--- config.mk ---
export PLATFORM = sky130hd
export DESIGN_NAME = mem_ecc_err_ctrl
export DESIGN_NICKNAME = d
export VERILOG_FILES = /design/src/rtl/eccrep_pkg.sv /design/src/rtl/eccrep_ctrl.sv /design/src/rtl/eccrep_datapath.sv /design/src/rtl/mem_ecc_err_ctrl.sv
export SDC_FILE = /design/constraint.sdc
export NUM_CORES = 1
export LEC_CHECK = 0
export BUFFER_PORTS_ARGS = -buffer_cell sky130_fd_sc_hd__buf_2
export CAP_MARGIN = 20
export CORE_UTILIZATION = 40
export CTS_CLUSTER_DIAMETER = 200
export CTS_CLUSTER_SIZE = 24
export DETAILED_ROUTE_END_ITERATION = 6
export HOLD_SLACK_MARGIN = 0.05
export PLACE_DENSITY = 0.71
export RECOVER_POWER = 50
export SYNTH_ARGS = -nofsm -noshare
export SYNTH_HDL_FRONTEND = slang
export SYNTH_HIERARCHICAL = 1
export SYNTH_SLANG_ARGS = --single-unit
--- constraint.sdc ---
create_clock -name clk -period 4.44 [get_ports clk]
set_input_delay 0 -clock clk [delete_from_list [all_inputs] [get_ports clk]]
set_output_delay 0 -clock clk [all_outputs]
set_load 0.01 [all_outputs]
--- src/rtl/eccrep_pkg.sv ---
package eccrep_pkg;

  localparam int REG_W      = 32;
  localparam int REG_ADDR_W = 4;
  localparam int NUM_FLAGS  = 2;
  localparam int FLAG_SBE   = 0;
  localparam int FLAG_MBE   = 1;
  localparam int THR_LSB    = 16;   // threshold field in management register
  localparam int INJ_EN_BIT = 16;   // injection enable in injection control

  typedef enum logic [REG_ADDR_W-1:0] {
    A_DETECT  = 4'd0,
    A_DISABLE = 4'd1,
    A_IRQEN   = 4'd2,
    A_SBEMGMT = 4'd3,
    A_CAPHI   = 4'd4,
    A_CAPLO   = 4'd5,
    A_CAPSYN  = 4'd6,
    A_CAPADR  = 4'd7,
    A_CAPEXT  = 4'd8,
    A_INJHI   = 4'd9,
    A_INJLO   = 4'd10,
    A_INJCTL  = 4'd11
  } regAddr_e;

  // strobes from control to datapath
  typedef struct packed {
    logic captureLoad;
    logic capHold;
    logic injHiWe;
    logic injLoWe;
    logic injCtlWe;
  } dpStrobe_t;

endpackage

--- src/rtl/eccrep_ctrl.sv ---
module eccrep_ctrl
  import eccrep_pkg::*;
#(
  parameter int CNT_W = 8
) (
  input  logic                  clk,
  input  logic                  rstN,
  input  logic [REG_ADDR_W-1:0] regAddr,
  input  logic                  regWrEn,
  input  logic [CNT_W-1:0]      wrLowField,
  input  logic [CNT_W-1:0]      wrThrField,
  input  logic                  chkValid,
  input  logic                  chkSingle,
  input  logic                  chkMulti,
  output dpStrobe_t             stb,
  output logic [REG_W-1:0]      ctrlRdData,
  output logic                  irq
);

  logic [NUM_FLAGS-1:0] detect, disMask, irqEn;
  logic [NUM_FLAGS-1:0] setVec, clrVec;
  logic [CNT_W-1:0]     thresh, count, cntNext;
  logic wrDetect, wrDisable, wrIrqEn, wrMgmt;
  logic mbeEvt, sbeEvt, sbeHit;

  always_comb begin
    wrDetect  = regWrEn && (regAddr == A_DETECT);
    wrDisable = regWrEn && (regAddr == A_DISABLE);
    wrIrqEn   = regWrEn && (regAddr == A_IRQEN);
    wrMgmt    = regWrEn && (regAddr == A_SBEMGMT);

    // multi-bit dominates a simultaneous single-bit indication
    mbeEvt  = chkValid && chkMulti && !disMask[FLAG_MBE];
    sbeEvt  = chkValid && chkSingle && !chkMulti && !disMask[FLAG_SBE]
              && (thresh != '0);
    cntNext = count + 1'b1;
    sbeHit  = sbeEvt && (cntNext >= thresh);

    setVec = '0;
    setVec[FLAG_SBE] = sbeHit;
    setVec[FLAG_MBE] = mbeEvt;
    clrVec = wrDetect ? wrLowField[NUM_FLAGS-1:0] : '0;
  end

  always_ff @(posedge clk or negedge rstN) begin
    if (!rstN) begin
      detect  <= '0;
      disMask <= '0;
      irqEn   <= '0;
      thresh  <= '0;
      count   <= '0;
    end else begin
      detect <= (detect & ~clrVec) | setVec;  // set wins over clear
      if (wrDisable) disMask <= wrLowField[NUM_FLAGS-1:0];
      if (wrIrqEn)   irqEn   <= wrLowField[NUM_FLAGS-1:0];
      if (wrMgmt) begin
        thresh <= wrThrField;
        count  <= wrLowField;
      end else if (sbeEvt) begin
        count <= sbeHit ? '0 : cntNext;
      end
    end
  end

  always_comb begin
    stb.captureLoad = (|setVec) && (detect == '0);
    stb.capHold     = |detect;
    stb.injHiWe     = regWrEn && (regAddr == A_INJHI);
    stb.injLoWe     = regWrEn && (regAddr == A_INJLO);
    stb.injCtlWe    = regWrEn && (regAddr == A_INJCTL);
    irq             = |(detect & irqEn);
  end

  always_comb begin
    ctrlRdData = '0;
    case (regAddr)
      A_DETECT:  ctrlRdData[NUM_FLAGS-1:0] = detect;
      A_DISABLE: ctrlRdData[NUM_FLAGS-1:0] = disMask;
      A_IRQEN:   ctrlRdData[NUM_FLAGS-1:0] = irqEn;
      A_SBEMGMT: begin
        ctrlRdData[CNT_W-1:0]         = count;
        ctrlRdData[THR_LSB +: CNT_W]  = thresh;
      end
      default:   ctrlRdData = '0;
    endcase
  end

  // a multi-bit flag survives any cycle that does not clear it
  p_mbe_sticky_r2: assert property (@(posedge clk) disable iff (!rstN)
    (detect[FLAG_MBE] && !(wrDetect && wrLowField[FLAG_MBE])) |=> detect[FLAG_MBE]);

  // the count only moves on an accepted single-bit error or a write
  p_count_stable_r3: assert property (@(posedge clk) disable iff (!rstN)
    (!(chkValid && chkSingle) && !wrMgmt) |=> $stable(count));

  // both error kinds together never advance the count
  p_multi_dominates_r11: assert property (@(posedge clk) disable iff (!rstN)
    (chkValid && chkSingle && chkMulti && !wrMgmt) |=> $stable(count));

endmodule

--- src/rtl/eccrep_datapath.sv ---
module eccrep_datapath
  import eccrep_pkg::*;
#(
  parameter int SYN_W = 16,
  parameter int EXT_W = 4,
  parameter int CHK_W = 8
) (
  input  logic                  clk,
  input  logic                  rstN,
  input  dpStrobe_t             stb,
  input  logic [REG_ADDR_W-1:0] regAddr,
  input  logic [REG_W-1:0]      regWrData,
  input  logic [REG_W-1:0]      chkDataHi,
  input  logic [REG_W-1:0]      chkDataLo,
  input  logic [SYN_W-1:0]      chkSyndrome,
  input  logic [REG_W-1:0]      chkAddr,
  input  logic [EXT_W-1:0]      chkAddrExt,
  input  logic                  busNarrow,
  input  logic [REG_W-1:0]      wrDataHi,
  input  logic [REG_W-1:0]      wrDataLo,
  input  logic [CHK_W-1:0]      wrCheck,
  output logic [REG_W-1:0]      memDataHi,
  output logic [REG_W-1:0]      memDataLo,
  output logic [CHK_W-1:0]      memCheck,
  output logic [REG_W-1:0]      dpRdData
);

  logic [REG_W-1:0] capHi, capLo, capAddr, injHi, injLo;
  logic [SYN_W-1:0] capSyn, synMasked;
  logic [EXT_W-1:0] capExt;
  logic [CHK_W-1:0] injChk;
  logic             injOn;

  // wide bus keeps only the low CHK_W syndrome bits
  for (genvar i = 0; i < SYN_W; i++) begin : g_synMask
    if (i < CHK_W) begin : g_low
      assign synMasked[i] = chkSyndrome[i];
    end else begin : g_high
      assign synMasked[i] = chkSyndrome[i] & busNarrow;
    end
  end

  always_ff @(posedge clk or negedge rstN) begin
    if (!rstN) begin
      capHi   <= '0;
      capLo   <= '0;
      capSyn  <= '0;
      capAddr <= '0;
      capExt  <= '0;
      injHi   <= '0;
      injLo   <= '0;
      injChk  <= '0;
      injOn   <= 1'b0;
    end else begin
      if (stb.captureLoad) begin
        capHi   <= chkDataHi;
        capLo   <= chkDataLo;
        capSyn  <= synMasked;
        capAddr <= chkAddr;
        capExt  <= chkAddrExt;
      end
      if (stb.injHiWe) injHi <= regWrData;
      if (stb.injLoWe) injLo <= regWrData;
      if (stb.injCtlWe) begin
        injChk <= regWrData[CHK_W-1:0];
        injOn  <= regWrData[INJ_EN_BIT];
      end
    end
  end

  always_comb begin
    memDataHi = injOn ? (wrDataHi ^ injHi) : wrDataHi;
    memDataLo = injOn ? (wrDataLo ^ injLo) : wrDataLo;
    memCheck  = injOn ? (wrCheck ^ injChk) : wrCheck;
  end

  always_comb begin
    dpRdData = '0;
    case (regAddr)
      A_CAPHI:  dpRdData = capHi;
      A_CAPLO:  dpRdData = capLo;
      A_CAPSYN: dpRdData = REG_W'(capSyn);
      A_CAPADR: dpRdData = capAddr;
      A_CAPEXT: dpRdData = REG_W'(capExt);
      A_INJHI:  dpRdData = injHi;
      A_INJLO:  dpRdData = injLo;
      A_INJCTL: begin
        dpRdData[CHK_W-1:0]  = injChk;
        dpRdData[INJ_EN_BIT] = injOn;
      end
      default:  dpRdData = '0;
    endcase
  end

  // with a flag already set, the captured record does not move
  p_capture_hold_r5: assert property (@(posedge clk) disable iff (!rstN)
    stb.capHold |=> ($stable(capHi) && $stable(capLo) && $stable(capAddr)
                     && $stable(capSyn) && $stable(capExt)));

  // injection registers change only under their own write strobes
  p_inj_stable_r9: assert property (@(posedge clk) disable iff (!rstN)
    !(stb.injHiWe || stb.injLoWe || stb.injCtlWe) |=>
      ($stable(injHi) && $stable(injLo) && $stable(injChk) && $stable(injOn)));

endmodule

--- src/rtl/mem_ecc_err_ctrl.sv ---
module mem_ecc_err_ctrl
  import eccrep_pkg::*;
#(
  parameter int SYN_W = 16,
  parameter int EXT_W = 4,
  parameter int CHK_W = 8,
  parameter int CNT_W = 8
) (
  input  logic                  clk,
  input  logic                  rstN,
  input  logic [REG_ADDR_W-1:0] regAddr,
  input  logic                  regWrEn,
  input  logic [REG_W-1:0]      regWrData,
  output logic [REG_W-1:0]      regRdData,
  input  logic                  chkValid,
  input  logic                  chkSingle,
  input  logic                  chkMulti,
  input  logic [REG_W-1:0]      chkDataHi,
  input  logic [REG_W-1:0]      chkDataLo,
  input  logic [SYN_W-1:0]      chkSyndrome,
  input  logic [REG_W-1:0]      chkAddr,
  input  logic [EXT_W-1:0]      chkAddrExt,
  input  logic                  busNarrow,
  input  logic [REG_W-1:0]      wrDataHi,
  input  logic [REG_W-1:0]      wrDataLo,
  input  logic [CHK_W-1:0]      wrCheck,
  output logic [REG_W-1:0]      memDataHi,
  output logic [REG_W-1:0]      memDataLo,
  output logic [CHK_W-1:0]      memCheck,
  output logic                  irq
);

  dpStrobe_t        stb;
  logic [REG_W-1:0] ctrlRdData, dpRdData;

  eccrep_ctrl #(.CNT_W(CNT_W)) ctrl_i (
    .clk        (clk),
    .rstN       (rstN),
    .regAddr    (regAddr),
    .regWrEn    (regWrEn),
    .wrLowField (regWrData[CNT_W-1:0]),
    .wrThrField (regWrData[THR_LSB +: CNT_W]),
    .chkValid   (chkValid),
    .chkSingle  (chkSingle),
    .chkMulti   (chkMulti),
    .stb        (stb),
    .ctrlRdData (ctrlRdData),
    .irq        (irq)
  );

  eccrep_datapath #(.SYN_W(SYN_W), .EXT_W(EXT_W), .CHK_W(CHK_W)) dp_i (
    .clk         (clk),
    .rstN        (rstN),
    .stb         (stb),
    .regAddr     (regAddr),
    .regWrData   (regWrData),
    .chkDataHi   (chkDataHi),
    .chkDataLo   (chkDataLo),
    .chkSyndrome (chkSyndrome),
    .chkAddr     (chkAddr),
    .chkAddrExt  (chkAddrExt),
    .busNarrow   (busNarrow),
    .wrDataHi    (wrDataHi),
    .wrDataLo    (wrDataLo),
    .wrCheck     (wrCheck),
    .memDataHi   (memDataHi),
    .memDataLo   (memDataLo),
    .memCheck    (memCheck),
    .dpRdData    (dpRdData)
  );

  assign regRdData = ctrlRdData | dpRdData;

  // the interrupt only rises after a checker result or a register write
  p_irq_cause_r8: assert property (@(posedge clk) disable iff (!rstN)
    $rose(irq) |-> ($past(chkValid) || $past(regWrEn)));

endmodule

After elaboration in Yosys (flattened, before gate mapping)
Index checks and enable logic that the tools add are counted.
- bits in registers: 211
- input port bits: 231
- output and inout bits: 105
- logic and storage cells: 81
- add/subtract/negate cells: 1
- order comparisons: 1
- equal/unequal tests: 11
- mux-type cells: 14
- bitwise logic cells: 16
- reductions and logical operators: 24
- operator list (kind ; count):
    $pmux W15 S5 ; 1
    $mux W32 ; 2
    $pmux W8 S8 ; 1
    $xor A32 B32 Y32 ; 2
    $pmux W8 S6 ; 1
    $mux W8 ; 5
    $or A24 B32 Y32 ; 1
    $eq A4 B3 Y1 const B ; 4
    $eq A4 B4 Y1 const B ; 4
    $logic_and A1 B1 Y1 ; 15
    $add A8 B1 Y8 const B ; 1
    $and A1 B1 Y1 ; 8
    $eq A4 B2 Y1 const B ; 2
    $ge A8 B8 Y1 ; 1
    $pmux W2 S4 ; 1
    $reduce_bool A8 Y1 ; 1
    $xor A8 B8 Y8 ; 1
    $mux W6 ; 1
    $pmux W1 S6 ; 1
    $and A2 B2 Y2 ; 2
    $eq A4 B1 Y1 const B ; 1
    $logic_not A4 Y1 ; 1
    $reduce_or A2 Y1 ; 2
    $logic_not A1 Y1 ; 3
    5 further kinds ; 5

Depth between registers and ports, before layout
Gate-level depths: netlist of the first run.
- word-level depth: 8
- gate-level depth with buffers: 15
- mapped depth without buffers: 12

Cells and area by module
The synthesis of the first run kept the hierarchy.
- by module, submodules not included (module ; times used ; cells an instance ; area an instance (um2) ; sequential area each (um2)):
    eccrep_datapath ; 1 ; 789 ; 9550.4 ; 4729.5
    eccrep_ctrl ; 1 ; 188 ; 1684.1 ; 550.5
    mem_ecc_err_ctrl ; 1 ; 32 ; 200.2 ; 0.0

Worst setup path after synthesis of the first run
OpenSTA, ideal clock, no wires.
- path type: register -> register
- start point: register ctrl_i.count[2]
- end point: register dp_i.capAddr[25]
- setup time: 125 ps
- data arrival time: 2986 ps
- required time: 4315 ps
- slack: 1330 ps
- stages on the path, launching flop included: 14
- buffers on the path: 4
- period minus slack after synthesis: 3110 ps
- path through: dfrtp_1 clkbuf_1 nand3_1 nor3_1 xor2_1 ha_1 nand3_1 o31ai_1 a21oi_1 nor2_1 clkbuf_1 buf_2 buf_2 mux2_2
- RTL lines (element ; RTL line ; text):
    from (decl) ; eccrep_ctrl.sv:22 ; logic [CNT_W-1:0] thresh, count, cntNext;
    from (signal assigned) ; eccrep_ctrl.sv:58 ; count <= wrLowField;
    from (signal assigned) ; eccrep_ctrl.sv:60 ; count <= sbeHit ? '0 : cntNext;
    to (signal assigned) ; eccrep_datapath.sv:59 ; capAddr <= chkAddr;
    to (decl) ; eccrep_datapath.sv:28 ; logic [REG_W-1:0] capHi, capLo, capAddr, injHi, injLo;

==> impl_metrics.toml, run 1 <==
[outcome]
status = "finished with violations"
violations = "max-capacitance violations, max-slew violations"

[cts]
clkSlewWorstSetupHoldPaths_ns = 0.10
cts_tree = "yes"
cts-root-buf = "clkbuf_16"
cts_resized = 0
clkSinkCount = 211
cts_buffers = 12
clock_latency_ns = 0.48
cts_setup_buffers = 0
clockBufferDepth = 3
htreeDepth = 1

[synthesis]
synth_top_family_by_area = "multiplexers"
yosys-mux-area-fraction_pct = 21.7
ys_warn_count = 6
synthArstFlopShare_pct = 100
synthXorXnorAreaFrac_pct = 5.97
synth_compound_area_share_pct = 8.33
syn_area_um2 = 11400
synth_seq_area_share_pct = 46.2
synth_edf_count = 0
synth-simple-area-share_pct = 12.3
synth_ff_type = "dfrtp_1"
syn_inst = 1009
synth_seq_cells = 211
synth_top_area_cell = "dfrtp_1"
yosys.area.top_type_share_pct = 46.2
synthAdderAreaFrac_pct = 0.985
synth.area.top_cells = "dfrtp_1, mux2_2, xnor2_1, nand2_1, or2_1"
avgSynthCellArea_um2 = 11.3
synth_cell_type_count = 64

[setup_path]
worstPathRequired_ns = 4.78
startpoint = "ctrl_i/count[2]$_DFFE_PN0P_"
crit_type = "reg -> reg"
crit_arrival_ns = 3.95
critPathMaxStageDelay_ns = 0.56
crit_buf_inv = 3
cp-start-kind = "flip-flop"
cp_slowest_cell = "dlygate4sd3_1"
critPathMaxFanout = 81
r2r_slack_ns = 0.83
endpoint_kind = "flip-flop"
critical_path.cell_chain = "nand3_1 > nor3_1 > xor2_1 > ha_1 > a21oi_1 > and2_2 > o31ai_1 > buf_4 > a21oi_1 > nor2_4 > buf_12 > nand3_1 > dlygate4sd3_1 > o21ai_0"
reg2reg_from = "ctrl_i/count[2]$_DFFE_PN0P_"
r2r-end = "dp_i/capSyn[13]$_DFFE_PN0P_"
crit_family = "buffers and inverters"
worst_r2r_path_depth = 14
crit_cells = 14
endpoint = "dp_i/capSyn[13]$_DFFE_PN0P_"

[power]
p_per_area_nw_per_um2 = 441
total_leakage_power_uw = 0.00686
finalPower_uw = 6760
peakVddDrop_uv = 251

[placement]
dp_cells = 1666
gp_congestion = 0.904
portBuffers = 335
dpl.hpwl_um = 25300
placed_area_um2 = 13400

[global_route]
grt_usage_pct = 25.6
grt_pass1_vias = 10028
grt_first_pass_wirelength_um = 56600
antenna_found_initial = 4
overflow = 0
grt_max_degree = 118

[timing]
slew_headroom_pct = -64.0
finalMaxSlewViolations = 127
skew_ns = 0.0128
fmax_mhz = 277
fin_tns_setup_ns = 0
layout_min_cycle_time_ns = 3.61
setup_viol = 0
worst_slew_pin_slew_ns = 2.46
min_period_over_period_pct = 81.3
rsz0062_at_grt = "false"
hold_viol_final = 0

[route]
ant_nets = 0
drcViolationCount = 0
drtPass1Iterations = 5
num_vias = 9820
drt_iter0_drc = 640
wl_per_cell_um = 20.5
drt_wl_total_um = 37700
viasPerCell = 5.33

[finish]
area_delta_synth_final_pct = 34.0
final_cell_area_um2 = 15300
drive_gt1_share_pct = 39.6
fillCellCount = 2427
instances_no_fill = 1844
nets = 1702

[floorplanning]
start_util_pct = 40.9
io_pins = 336
coreArea_um2 = 27900
rows = 61
dieArea_um2 = 29300
die_y_um = 171
die_w_um = 171

[run]
maxCapViolCount = 2

[hold_path]
hold_path_class = "in -> reg"
[per-layer routing]
metal	part of all wire [%]	vias to the layer above	routed length [um]	track usage, %
li1	-	4466	-	-
met3	5.6	64	2130	4.37
met5	0.066	-	25	0
met1	43	4931	16300	34.1
met2	49	355	18300	42.8
met4	2.5	4	939	7.10
[cell type report]
| class | count | area (um2) | share of cell area [%] |
|---|---|---|---|
| Tap cell | 378 | 473 | 3.09 |
| Multi-Input combinational cell | 705 | 5730 | 37.4 |
| Sequential cell | 211 | 5280 | 34.5 |
| Timing Repair Buffer | 513 | 3430 | 22.4 |
| Antenna cell | 3 | 7.51 | 0.0490 |
| Clock inverter | 1 | 7.51 | 0.0490 |
| Clock buffer | 14 | 329 | 2.15 |
| Inverter | 19 | 71.3 | 0.465 |
[worst min-delay path, cell delays in order]
cell and delay (ns):
buf_2 0.10, nand4bb_1 0.14, a21oi_1 0.18, nand2_1 0.10
o21ai_1 0.06
[metrics by stage]
stage / hold WS, ns / setup WS (ns) / utilization, %
after detailed placement: 0.0680 / 1.22 / 48.0
final: 0.123 / 0.831 / 54.9
after global placement: 0.0690 / 1.27 / 48.0
after CTS: 0.0998 / 0.893 / 55.0
after floorplan: -0.296 / 1.33 / -
after global routing: 0.139 / 0.604 / 54.9
[sequential cells by signal, summed over array words and instances, names as in the netlist]
| signal | flops |
|---|---|
| ctrl_i/disMask | 2 |
| dp_i/capExt | 4 |
| dp_i/injLo | 32 |
| ctrl_i/thresh | 8 |
| dp_i/capHi | 32 |
| dp_i/capAddr | 32 |
| ctrl_i/count | 8 |
| dp_i/capLo | 32 |
| dp_i/injChk | 8 |
| dp_i/injHi | 32 |
| ctrl_i/detect | 2 |
| dp_i/capSyn | 16 |
| dp_i/injOn | 1 |
| ctrl_i/irqEn | 2 |
[cells in the mapped netlist (all sizes together), types with 3 or more instances]
library cell    n
mux4            7
clkbuf         27
buf            62
and2           11
a22oi          23
o21a            3
o221ai          4
nor4           10
inv            19
o211ai          5
nand3          28
a21oi          26
o21ai          11
and3            4
a32oi          10
nor2           12
ha              9
xor2            4
xnor2          74
dfrtp         211
mux2i           3
mux2          204
or4             3
a221o           9
nor3b           4
nand4b          3
a32o            4
a22o           11
or2            33
nand2          98
nand3b         19
nand2b          5
or3b           10
a31oi           3
or3             6
nor3            3
nor2b           5
o22ai           8
[timing repair]
item,CTS,global route
hold endpoints to repair,305,0
setup endpoints to repair,0,0
hold buffers,160,0
[layout by cell type, fill, tap and decap left out, drive strengths merged, types with 5 or more instances in the layout]
cell	count
a32oi	10
a22oi	23
and2	11
nand2	98
inv	19
a221o	9
nand3	28
o22ai	8
nand2b	5
dfrtp	211
dlygate4sd3	160
nor2	12
a21oi	26
ha	9
nor2b	5
or3b	10
nor4	10
nand3b	19
mux2	204
or3	6
a22o	11
mux4	7
buf	347
or2	33
o21ai	11
xnor2	74
o211ai	5
clkbuf	20
conb	16
[cell families (layout without fill, tap and decap cells)]
group,Yosys count,after routing
and+or+nand+nor,259,259
muxes,214,214
DFF,211,211
AOI/OAI and AO/OA,129,129
buffers and inverters,108,547
xor gates and xnor gates,78,78
adders and majority gates,9,9
other,1,19
[worst min-delay path by stage]
| stage | start | endpoint | slack [ns] | cells after the start |
|---|---|---|---|---|
| finish | chkSingle | ctrl_i/count[7]$_DFFE_PN0P_ | 0.12 | 5 |
| detailed placement | rstN | ctrl_i/count[5]$_DFFE_PN0P_ | 0.07 | 1 |
| floorplan | rstN | ctrl_i/count[0]$_DFFE_PN0P_ | -0.30 | 0 |
| global placement | rstN | dp_i/injLo[7]$_DFFE_PN0P_ | 0.07 | 1 |
| global route | chkSingle | ctrl_i/count[7]$_DFFE_PN0P_ | 0.14 | 5 |
| CTS | chkSingle | ctrl_i/count[7]$_DFFE_PN0P_ | 0.1 | 5 |
[where the power goes]
group | switching (uW) | internal [uW]
logic | 1060 | 1320
registers | 520 | 2670
clock network | 647 | 532
total | 2230 | 4520
Power figures use the tool's default switching activity.
==> run 2: changes to the inputs <==
- PLACE_DENSITY: 0.71 -> 0.74
- clock period: 4.44 -> 3.03 ns (I/O delays scaled with it)
==> run 2 against run 1 <==
Net effect: the flow still finishes with violations (max-capacitance violations, max-slew violations); worst setup slack worse by 0.66 ns; register-to-register slack got worse by 0.66 ns; largest power group unchanged; critical path type unchanged; final cell count is 0.70% higher; via count increased by 0.27%; clock-buffer cell count unchanged; critical path depth down 2; critical endpoint is now dp_i/capHi[15]$_DFFE_PN0P_.
==> impl_metrics.toml, run 2 (same netlist as run 1, synthesis figures left out) <==
[outcome]
status = "finished with violations"
violations = "max-capacitance violations, max-slew violations"

[setup_path]
cp-start-kind = "flip-flop"
critPathMaxStageDelay_ns = 0.44
worst_r2r_path_depth = 12
crit_top_cell = "a21oi_2"
worstPathRequired_ns = 3.40
crit_type = "reg -> reg"
reg2reg_from = "ctrl_i/count[0]$_DFFE_PN0P_"
r2r-end = "dp_i/capHi[15]$_DFFE_PN0P_"
r2r_slack_ns = 0.17
crit_arrival_ns = 3.23
critPathMaxFanout = 23
critical_path.cell_chain = "ha_2 > nand3_1 > xnor2_1 > ha_1 > or4_4 > a21oi_2 > o31ai_2 > a21oi_2 > nor2_4 > buf_4 > clkbuf_16 > mux2_2"
cp_slowest_cell = "dfrtp_2"
endpoint_kind = "flip-flop"

[floorplanning]
rows = 61
io_pins = 336
die_y_um = 171
die_w_um = 171
coreArea_um2 = 27900
dieArea_um2 = 29300
start_util_pct = 40.9

[cts]
cts-root-buf = "clkbuf_16"
cts_buffers = 12
htreeDepth = 1
clkSinkCount = 211
cts_tree = "yes"
clock_latency_ns = 0.48
clkSlewWorstSetupHoldPaths_ns = 0.10
clockBufferDepth = 3

[timing]
fin_tns_setup_ns = 0
rsz0062_at_grt = "false"
setup_viol = 0
slew_headroom_pct = -62.7
fmax_mhz = 350
layout_min_cycle_time_ns = 2.86
worst_slew_pin_slew_ns = 2.44
hold_viol_final = 0
min_period_over_period_pct = 94.4
skew_ns = 0.0112
finalMaxSlewViolations = 104

[placement]
placed_area_um2 = 13600
portBuffers = 335
gp_congestion = 0.881
dpl.hpwl_um = 26200

[route]
drt_iter0_drc = 607
drcViolationCount = 0
num_vias = 9847
ant_nets = 0
viasPerCell = 5.30
drtPass1Iterations = 5
drt_wl_total_um = 38200
wl_per_cell_um = 20.6

[power]
total_leakage_power_uw = 0.00696
peakVddDrop_uv = 355
finalPower_uw = 9990
p_per_area_nw_per_um2 = 646

[global_route]
grt_first_pass_wirelength_um = 57400
grt_pass1_vias = 10105
grt_usage_pct = 25.9
overflow = 0
antenna_found_initial = 3
grt_max_degree = 104

[hold_path]
min-delay-start = "chkSingle"
hold_path_end = "ctrl_i/count[7]$_DFFE_PN0P_"
hold_path_class = "in -> reg"
hold-path-cell-count = 6

[finish]
final_cell_area_um2 = 15500
fillCellCount = 2367
area_delta_synth_final_pct = 35.2
layout.cells.most_common = "buf_2"
nets = 1717
mostFrequentLayoutCells = "buf_2, dfrtp_1, mux2_2"
drive_gt1_share_pct = 40.9

[run]
maxCapViolCount = 1
## run 2: critical path, delay by kind of cell, from the launching register on
kind	cells	cell delay (ns)
multiplexers	1	0.28
adder cells (fa/ha/maj)	2	0.44
XOR/XNOR	1	0.16
AO/OA/AOI/OAI	3	0.48
buffers and inverters	2	0.35
AND/OR/NAND/NOR	3	0.59
flip-flops	1	0.44
## run 2: how the worst max path moves through the flow
stage,endpoint,slack [ns],startpoint,depth (start not counted)
detailed placement,dp_i/capLo[2]$_DFFE_PN0P_,0.09,ctrl_i/count[0]$_DFFE_PN0P_,11
floorplan,dp_i/capAddr[25]$_DFFE_PN0P_,0.04,ctrl_i/count[2]$_DFFE_PN0P_,13
global route,dp_i/capAddr[20]$_DFFE_PN0P_,0.01,rstN,3
finish,dp_i/capHi[15]$_DFFE_PN0P_,0.17,ctrl_i/count[0]$_DFFE_PN0P_,12
CTS,dp_i/capLo[2]$_DFFE_PN0P_,0.05,ctrl_i/count[0]$_DFFE_PN0P_,11
global placement,dp_i/capAddr[30]$_DFFE_PN0P_,0.17,ctrl_i/count[0]$_DFFE_PN0P_,11
## run 2: through the flow
step / std cells / worst slack [ns] / util (%) / hold slack [ns]
6_report: 1857 / 0.169 / 55.4 / 0.126
3_3_place_gp: 1680 / 0.167 / 48.5 / 0.113
5_1_grt: 1857 / 0.0103 / 55.4 / 0.190
2_1_floorplan: 1024 / 0.0362 / - / -0.296
3_5_place_dp: 1680 / 0.0876 / 48.5 / 0.128
4_1_cts: 1848 / 0.0498 / 55.2 / 0.125
## run 2: final cells by class
class                           instances  area, um2  share of cell area (%)
Inverter                               19       71.3                   0.461
Timing Repair Buffer                  528       3550                    23.0
Clock buffer                           14        329                    2.13
Antenna cell                            1       2.50                  0.0162
Clock inverter                          1       7.51                  0.0485
Multi-Input combinational cell        705       5740                    37.1
Sequential cell                       211       5280                    34.2
Tap cell                              378        473                    3.06
## run 2: what timing repair did
item                       4_1_cts  5_1_grt
resized for setup                0        6
hold endpoints to repair       311        0
setup buffers                    0        7
setup endpoints to repair        0      116
hold buffers                   153        0
## run 2: per-layer routing
metal	track usage (%)	routed length [um]	share of wire, %
met1	34.7	16700	44
met2	43.4	18600	49
met3	3.35	1830	4.8
met4	7.84	1050	2.7
met5	0	22	0.058
## run 2: where the power goes
group	total, uW	internal [uW]	leakage (uW)	switching [uW]
registers	4640	3910	0.00258	724
logic	3630	2000	0.00422	1630
clock network	1730	779	0.000162	947
==> run 3: changes to the inputs <==
- BUFFER_PORTS_ARGS: -buffer_cell sky130_fd_sc_hd__buf_2 -> -buffer_cell sky130_fd_sc_hd__clkbuf_2
- CELL_PAD_IN_SITES_DETAIL_PLACEMENT: default -> 1
- CELL_PAD_IN_SITES_GLOBAL_PLACEMENT: default -> 1
- CORE_UTILIZATION: 40 -> 37
- PLACE_DENSITY: 0.74 -> 0.85
==> run 3 against run 2 <==
Net effect: the run still ends with max-capacitance violations, max-slew violations left; routed wire length up 20%; utilization is 3.8 points lower; worst setup slack got worse by 0.027 ns; sequential share of layout area hardly changed; clock power about the same; global-route usage grew 3.2 points; via count up 4.5%; final cell count rose by 0.81%; critical path depth is the same; final area is essentially flat; sequential power rose by 3%.
==> impl_metrics.toml, run 3 (same netlist as run 1, synthesis figures left out) <==
[outcome]
status = "finished with violations"
violations = "max-capacitance violations, max-slew violations"

[floorplanning]
start_util_pct = 38.1
io_pins = 336
rows = 63
coreArea_um2 = 30000
die_w_um = 178
dieArea_um2 = 31600
die_y_um = 178

[power]
finalPower_uw = 10200
p_per_area_nw_per_um2 = 661
total_leakage_power_uw = 0.00703
peakVddDrop_uv = 381

[global_route]
grt_max_degree = 83
grt_pass1_vias = 11541
grt_first_pass_wirelength_um = 68800
antenna_found_initial = 5
overflow = 0
grt_usage_pct = 29.0

[timing]
fmax_mhz = 346
worst_slew_pin_slew_ns = 2.20
min_period_over_period_pct = 95.3
finalMaxSlewViolations = 83
rsz0062_at_grt = "false"
hold_viol_final = 0
setup_viol = 0
slew_headroom_pct = -46.9
fin_tns_setup_ns = 0
layout_min_cycle_time_ns = 2.89
skew_ns = 0.0168
whs_ns = 0.127

[placement]
placed_area_um2 = 13600
portBuffers = 335
dpl.hpwl_um = 30000
dp_cells = 1698
gp_congestion = 0.870

[hold_path]
min-delay-start = "chkSingle"
hold_path_end = "ctrl_i/count[7]$_DFFE_PN0P_"
hold-path-cell-count = 6
hold_path_class = "in -> reg"

[cts]
clock_latency_ns = 0.49
clockBufferDepth = 3
cts-root-buf = "clkbuf_16"
clkSlewWorstSetupHoldPaths_ns = 0.11
htreeDepth = 1
cts_tree = "yes"
cts_buffers = 12
cts_setup_buffers = 0
clkSinkCount = 211

[setup_path]
worst_r2r_path_depth = 12
cp-start-kind = "flip-flop"
critPathMaxFanout = 22
worstPathRequired_ns = 3.39
reg2reg_from = "ctrl_i/count[0]$_DFFE_PN0P_"
endpoint_kind = "flip-flop"
r2r_slack_ns = 0.14
r2r-end = "dp_i/capHi[10]$_DFFE_PN0P_"
crit_type = "reg -> reg"
crit_arrival_ns = 3.25

[finish]
instances_no_fill = 1872
area_delta_synth_final_pct = 35.4
final_cell_area_um2 = 15500
fillCellCount = 3303
drive_gt1_share_pct = 40.9
mostFrequentLayoutCells = "clkbuf_2, dfrtp_1, mux2_2"
nets = 1715
layout.cells.most_common = "clkbuf_2"

[route]
viasPerCell = 5.49
drcViolationCount = 0
ant_nets = 0
drt_wl_total_um = 45700
wl_per_cell_um = 24.4
num_vias = 10286
drt_iter0_drc = 599
drtPass1Iterations = 6

[run]
maxCapViolCount = 1
==> run 3: cell types whose count changed in the layout (fill, tap and decap cells not counted) <==
cell / previous run / this run
clkbuf_2: 0 / 335
and2_2: 0 / 1
buf_12: 4 / 5
ha_2: 1 / 0
buf_4: 27 / 25
diode_2: 1 / 6
ha_1: 8 / 9
clkbuf_16: 14 / 13
and2_4: 1 / 0
buf_2: 334 / 1
clkbuf_1: 9 / 6
buf_6: 1 / 2
==> run 3: where the power goes <==
group,switching [uW],internal (uW),total (uW)
clock,966,780,1750
combinational,1740,1970,3710
sequential,852,3910,4760
total,3560,6670,10200
==> run 3: worst max-delay path: stages (launching register included) <==
cell and delay [ns]:
dfrtp_1 0.42, ha_1 0.25, nand3_1 0.11, xnor2_1 0.16
ha_1 0.28, o21a_1 0.12, a21oi_1 0.09, o31ai_2 0.31
a21oi_2 0.11, nor2_4 0.18, buf_12 0.20, buf_12 0.17
mux2_2 0.35
==> run 3: worst max path at each step <==
stage / from / endpoint / cells after the start / slack [ns]
floorplan: ctrl_i/count[2]$_DFFE_PN0P_ / dp_i/capAddr[25]$_DFFE_PN0P_ / 13 / 0.04
CTS: ctrl_i/count[2]$_DFFE_PN0P_ / dp_i/capHi[21]$_DFFE_PN0P_ / 12 / 0.03
global route: ctrl_i/count[0]$_DFFE_PN0P_ / dp_i/capHi[14]$_DFFE_PN0P_ / 12 / 0.004
global placement: ctrl_i/count[2]$_DFFE_PN0P_ / dp_i/capHi[30]$_DFFE_PN0P_ / 12 / 0.15
finish: ctrl_i/count[0]$_DFFE_PN0P_ / dp_i/capHi[10]$_DFFE_PN0P_ / 12 / 0.14
detailed placement: ctrl_i/count[2]$_DFFE_PN0P_ / dp_i/capHi[30]$_DFFE_PN0P_ / 12 / 0.05
==> run 3: layout make-up <==
| cell class | count | area, um2 | area share [%] |
|---|---|---|---|
| clock inverter | 1 | 7.51 | 0.0485 |
| timing repair buffer | 526 | 3540 | 22.9 |
| tap | 390 | 488 | 3.15 |
| inverter | 19 | 71.3 | 0.461 |
| antenna | 6 | 15.0 | 0.0970 |
| clock buffer | 14 | 329 | 2.13 |
| sequential | 211 | 5280 | 34.1 |
| multi-input combinational | 705 | 5740 | 37.1 |
==> run 3: per-stage QoR <==
step,util (%),setup WS [ns]
after floorplan,-,0.0362
after global placement,45.4,0.150
after detailed placement,45.4,0.0468
after CTS,51.6,0.0259
after global routing,51.5,0.00362
final,51.5,0.142
==> run 3: repair_timing <==
action / CTS / global route
gates resized for setup: 0 / 5
endpoints found under the setup margin: 0 / 112
endpoints found under the hold margin: 290 / 0
hold buffers: 153 / 0
==> run 3: metal layers <==
metal / part of all wire [%] / vias to the layer above / global-route usage, %
met5: 0.028 / - / 0
met4: 3.2 / 2 / 10.2
met3: 5.2 / 100 / 4.46
met2: 52 / 437 / 52.2
met1: 39 / 5268 / 34.9
li1: - / 4479 / -
